===== config.mk =====
export PLATFORM = sky130hd
export DESIGN_NAME = uart_even_rx
export DESIGN_NICKNAME = d
export VERILOG_FILES = /design/src/rtl/uart_rx_pkg.sv /design/src/rtl/uart_rx_sync.sv /design/src/rtl/uart_rx_bit_timer.sv /design/src/rtl/uart_even_rx.sv
export SDC_FILE = /design/constraint.sdc
export NUM_CORES = 1
export LEC_CHECK = 0
export BUFFER_PORTS_ARGS = -buffer_cell sky130_fd_sc_hd__buf_4
export CORE_MARGIN = 2
export CORE_UTILIZATION = 57
export DETAILED_ROUTE_END_ITERATION = 12
export PLACE_DENSITY = 0.77
export SYNTH_ARGS = -nofsm -noshare
export SYNTH_HDL_FRONTEND = slang
export SYNTH_SLANG_ARGS = --single-unit

===== constraint.sdc =====
create_clock -name clk -period 2.7 [get_ports clk]
set_clock_uncertainty 0.05 [all_clocks]
set_input_delay 0.135 -clock clk [delete_from_list [all_inputs] [get_ports clk]]
set_output_delay 0.135 -clock clk [all_outputs]
set_load 0.01 [all_outputs]

===== src/rtl/uart_rx_pkg.sv =====
package uart_rx_pkg;
    typedef enum logic [2:0] {
        ST_IDLE   = 3'd0,
        ST_START  = 3'd1,
        ST_DATA   = 3'd2,
        ST_PARITY = 3'd3,
        ST_STOP   = 3'd4
    } rx_state_e;
endpackage


===== src/rtl/uart_rx_sync.sv =====
module uart_rx_sync #(
    parameter int STAGES = 2
) (
    input  logic clk,
    input  logic rst_n,
    input  logic line_i,
    output logic line_o,
    output logic fall_o
);
    localparam int PW = STAGES + 1;

    logic [PW-1:0] pipe_d, pipe_q;

    always_comb begin
        pipe_d = {pipe_q[PW-2:0], line_i};
    end

    always_ff @(posedge clk or negedge rst_n) begin
        if (!rst_n) pipe_q <= '1;
        else        pipe_q <= pipe_d;
    end

    // synchronised level and a falling edge seen one flop later
    assign line_o = pipe_q[STAGES-1];
    assign fall_o = pipe_q[STAGES] & ~pipe_q[STAGES-1];
endmodule


===== src/rtl/uart_rx_bit_timer.sv =====
module uart_rx_bit_timer #(
    parameter int BAUD_DIV = 8
) (
    input  logic clk,
    input  logic rst_n,
    input  logic restart_i,
    input  logic half_i,
    output logic tick_o
);
    localparam int CW   = $clog2(BAUD_DIV + 1);
    localparam int HALF = (BAUD_DIV / 2 < 1) ? 1 : BAUD_DIV / 2;

    logic [CW-1:0] cnt_d, cnt_q;
    logic [CW-1:0] limit;

    always_comb begin
        limit  = half_i ? CW'(HALF - 1) : CW'(BAUD_DIV - 1);
        tick_o = !restart_i && (cnt_q == limit);
        if (restart_i || tick_o) cnt_d = '0;
        else                     cnt_d = cnt_q + 1'b1;
    end

    always_ff @(posedge clk or negedge rst_n) begin
        if (!rst_n) cnt_q <= '0;
        else        cnt_q <= cnt_d;
    end
endmodule


===== src/rtl/uart_even_rx.sv =====
module uart_even_rx #(
    parameter int BAUD_DIV = 8,
    parameter int DATA_W   = 8,
    parameter int SYNC_N   = 2
) (
    input  logic              clk,
    input  logic              rst_n,
    input  logic              rx_line,
    output logic [DATA_W-1:0] rx_data,
    output logic              rx_valid,
    output logic              rx_perr
);
    import uart_rx_pkg::*;

    localparam int IDX_W = (DATA_W > 1) ? $clog2(DATA_W) : 1;

    typedef struct packed {
        rx_state_e         st;
        logic [DATA_W-1:0] shift;
        logic [IDX_W-1:0]  idx;
        logic              par;
        logic [DATA_W-1:0] dout;
        logic              valid;
        logic              perr;
    } rx_regs_t;

    rx_regs_t  regs_d, regs_q;
    logic      line_s, fall_s, tick, restart, half_sel;
    logic [2:0] state_w;

    uart_rx_sync #(.STAGES(SYNC_N)) u_sync (
        .clk    (clk),
        .rst_n  (rst_n),
        .line_i (rx_line),
        .line_o (line_s),
        .fall_o (fall_s)
    );

    uart_rx_bit_timer #(.BAUD_DIV(BAUD_DIV)) u_timer (
        .clk       (clk),
        .rst_n     (rst_n),
        .restart_i (restart),
        .half_i    (half_sel),
        .tick_o    (tick)
    );

    always_comb begin
        regs_d       = regs_q;
        regs_d.valid = 1'b0;
        regs_d.perr  = 1'b0;
        restart      = 1'b0;
        half_sel     = (regs_q.st == ST_START);
        unique case (regs_q.st)
            ST_IDLE: begin
                if (fall_s) begin
                    restart   = 1'b1;
                    regs_d.st = ST_START;
                end
            end
            ST_START: begin
                if (tick) begin
                    regs_d.idx = '0;
                    regs_d.st  = line_s ? ST_IDLE : ST_DATA;
                end
            end
            ST_DATA: begin
                if (tick) begin
                    regs_d.shift = {line_s, regs_q.shift[DATA_W-1:1]};
                    if (regs_q.idx == IDX_W'(DATA_W - 1)) regs_d.st = ST_PARITY;
                    else regs_d.idx = regs_q.idx + 1'b1;
                end
            end
            ST_PARITY: begin
                if (tick) begin
                    regs_d.par = line_s;
                    regs_d.st  = ST_STOP;
                end
            end
            ST_STOP: begin
                if (tick) begin
                    regs_d.st = ST_IDLE;
                    if (line_s) begin
                        regs_d.dout  = regs_q.shift;
                        regs_d.valid = 1'b1;
                        regs_d.perr  = ^{regs_q.shift, regs_q.par};
                    end
                end
            end
            default: regs_d.st = ST_IDLE;
        endcase
    end

    always_ff @(posedge clk or negedge rst_n) begin
        if (!rst_n) begin
            regs_q <= '{st: ST_IDLE, shift: '0, idx: '0, par: 1'b0,
                        dout: '0, valid: 1'b0, perr: 1'b0};
        end else begin
            regs_q <= regs_d;
        end
    end

    assign state_w  = regs_q.st;
    assign rx_data  = regs_q.dout;
    assign rx_valid = regs_q.valid;
    assign rx_perr  = regs_q.perr;
endmodule


==> flow_summary.ini <==
[yosys]
ys_types = 30
synth_top_cell_area_share_pct = 48.62
syn_area_per_cell_sq_um = 12.76
yosys_warnings = 0
syn_nets = 123
synth_area_leader_cell = dfrtp_1
ys_seq_elements = 32
netlist_area_sq_um = 1493
syn_inst = 117
synth_edf_count = 0
synthTopCellsByArea = dfrtp_1 (49%), mux2_2 (12%), dfstp_2 (5.3%)
synthArstFlopShare_pct = 100.0
yosysSeqAreaShare_pct = 53.90
synthFlopType = dfrtp_1

[grt]
grt_pass1_vias = 782
grt_antenna_before_repair = 0
grt_pass1_wl_mm = 3.512
grt_use_total_pct = 17.47
overflow = 0
grt_max_degree = 33

[timing]
setup_slack_ns = 0.9613
fin_crit_ns = 1.739
fmaxAchievable_mhz = 575.1
hold_violations = 0
fin_setup_tns_ns = 0
worstMarginPinSlew_ns = 0.4463
setup_viol = 0
drv_slew = 0
rsz0062_at_grt = false
fin_crit_sh_pct = 64.40
slew_headroom_pct = 70.12

[cells_and_area]
fin_nets = 132
multi_input_area_sq_um = 584.3
num_antenna_cells = 0
fillCellCount = 198
final_common_cell = dfrtp_1
final_cell_mix = dfrtp_1 (29), mux2_2 (16), buf_4 (12)
final-seq-area_sq_um = 804.5
area_delta_synth_final_pct = 8.047
drive_gt1_share_pct = 35.43
final_area_sq_um = 1613

[pwr]
irDropWorstVdd_v = 0.0005667
p_sw_share_pct = 33.17
switching_power_uw = 421.5
p_int_uw = 849.3
p_clk_share_pct = 22.2
pwr-share-seq_pct = 52.2
power.density_nw_per_um2 = 787.9
power_leakage_uw = 0.0008126
power_frac_comb_pct = 25.6

[floorplan]
dieArea_sq_um = 3044
core-area_sq_um = 2477
ios = 13
die_w_microns = 55.18
start_util_pct = 60.25
row_count = 18
dieHeight_microns = 55.18

[critical_path]
path_max_fanout = 6
cp.required_ns = 2.88
r2r_setup_slack_ns = 0.96
crit_type = reg -> reg
rr_worst_depth = 6
cp-start-kind = flop
cp-startpoint = regs_q[11]
timing.rr.end = regs_q[11]
cp.arrival_ns = 1.92
r2r_start = regs_q[11]
setup.worst_path.end = regs_q[11]
critPathCaptureType = flop

[route]
drt-initial-drc-count = 14
drc = 0
post_drt_wl_per_cell_microns = 13.56
dr.pass1.iters = 3
ant_nets = 0
vias_per_cell = 5.510
vias = 865
drt-total-wl_mm = 2.129

[clock_network]
clock-sinks = 32
path_clk_slew_ns = 0.10
clock_latency_ns = 0.33
cts_buffers = 5
cts_tree = done
clockBufferDepth = 2
cts-root-buf = clkbuf_4
htreeDepth = 2

[status]
status = completed

[placed_design]
post-place-ws_ns = 0.9618
gp_congestion = 0.7711
portBuffers = 12
dp_hpwl_mm = 1.442
place_area_sq_um = 1531

[hold_path]
hold_path.class = in -> async

[job]
maxCapViolations = 0
[per-layer routing]
layer	vias to the layer above	GRT usage [%]	routed length, microns	share of wire, %
met4	0	12.20	61	2.9
met2	16	25.20	998	47
li1	415	-	-	-
met3	7	5.645	86	4.0
met5	-	0	0	0
met1	427	22.16	982	46
[how the worst min path moves through the flow]
stage	endpoint	depth (start not counted)	slack (ns)
after floorplan	regs_q[10]	0	-0.21
after global placement	regs_q[12]	1	0.04
after detailed placement	regs_q[12]	1	0.04
after CTS	rx_valid	2	0.22
after global routing	regs_q[15]	2	0.26
final	regs_q[12]	2	0.21
[kinds of logic (layout without fill, tap and decap cells)]
group	Yosys count	in the layout	synth area share, %
DFF	32	32	53.90
xor gates and xnor gates	11	11	7.377
buffers and inverters	16	26	6.957
muxes	16	16	12.07
and+or+nand+nor	28	28	12.15
adders and majority gates	3	3	2.515
AOI/OAI and AO/OA	11	11	5.031
[synth_stat cells (3+ instances only)]
| library cell | n |
|---|---|
| mux2_2 | 16 |
| nand2_1 | 6 |
| o21ai_0 | 4 |
| dfrtp_1 | 29 |
| inv_1 | 4 |
| ha_1 | 3 |
| xnor2_1 | 8 |
| nor2_1 | 8 |
| buf_4 | 9 |
| dfstp_2 | 3 |
[power by group through the flow]
stage               Clock, uW  Combinational (uW)  Sequential, uW
floorplan                   0                 343             600
detailed placement          0                 324             670
global route              312                 373             675
global placement            0                 310             664
finish                    283                 325             663
CTS                       293                 330             660
[state kept, by name, indices dropped and copies added, names as in the netlist]
| signal | count |
|---|---|
| u_sync.pipe_q | 3 |
| state_w | 3 |
| rx_perr | 1 |
| regs_q | 12 |
| rx_valid | 1 |
| rx_data | 8 |
| u_timer.cnt_q | 4 |
[what timing repair did]
action,in CTS,in global routing
setup buffers,0,0
resized for setup,0,0
hold endpoints to repair,33,0
hold buffers,2,0
setup endpoints to repair,0,0
[area by class of cell]
cell class | count | area share [%]
Sequential cell | 32 | 49.88
Multi-Input combinational cell | 69 | 36.23
Timing Repair Buffer | 14 | 6.827
Clock buffer | 6 | 3.181
Tap cell | 30 | 2.327
Inverter | 4 | 0.9310
Clock inverter | 2 | 0.6206
[critical path, cell delays in order, from the launching register on]
cell	delay (ns)
dfrtp_1	0.38
ha_1	0.16
ha_1	0.17
and4bb_2	0.24
o211ai_1	0.38
nor4_1	0.08
a21o_1	0.17
[metrics by stage]
stage / utilization (%) / hold slack (ns) / total power [uW] / std cells
final: 65.10 / 0.2121 / 1271 / 157
after global routing: 65.10 / 0.2621 / 1360 / 157
after CTS: 65.10 / 0.2150 / 1284 / 157
after detailed placement: 61.82 / 0.04342 / 994.2 / 147
after global placement: 61.82 / 0.03529 / 973.8 / 147
after floorplan: - / -0.2106 / 942.6 / 117
Note: power is estimated with default switching activity, not from simulation.
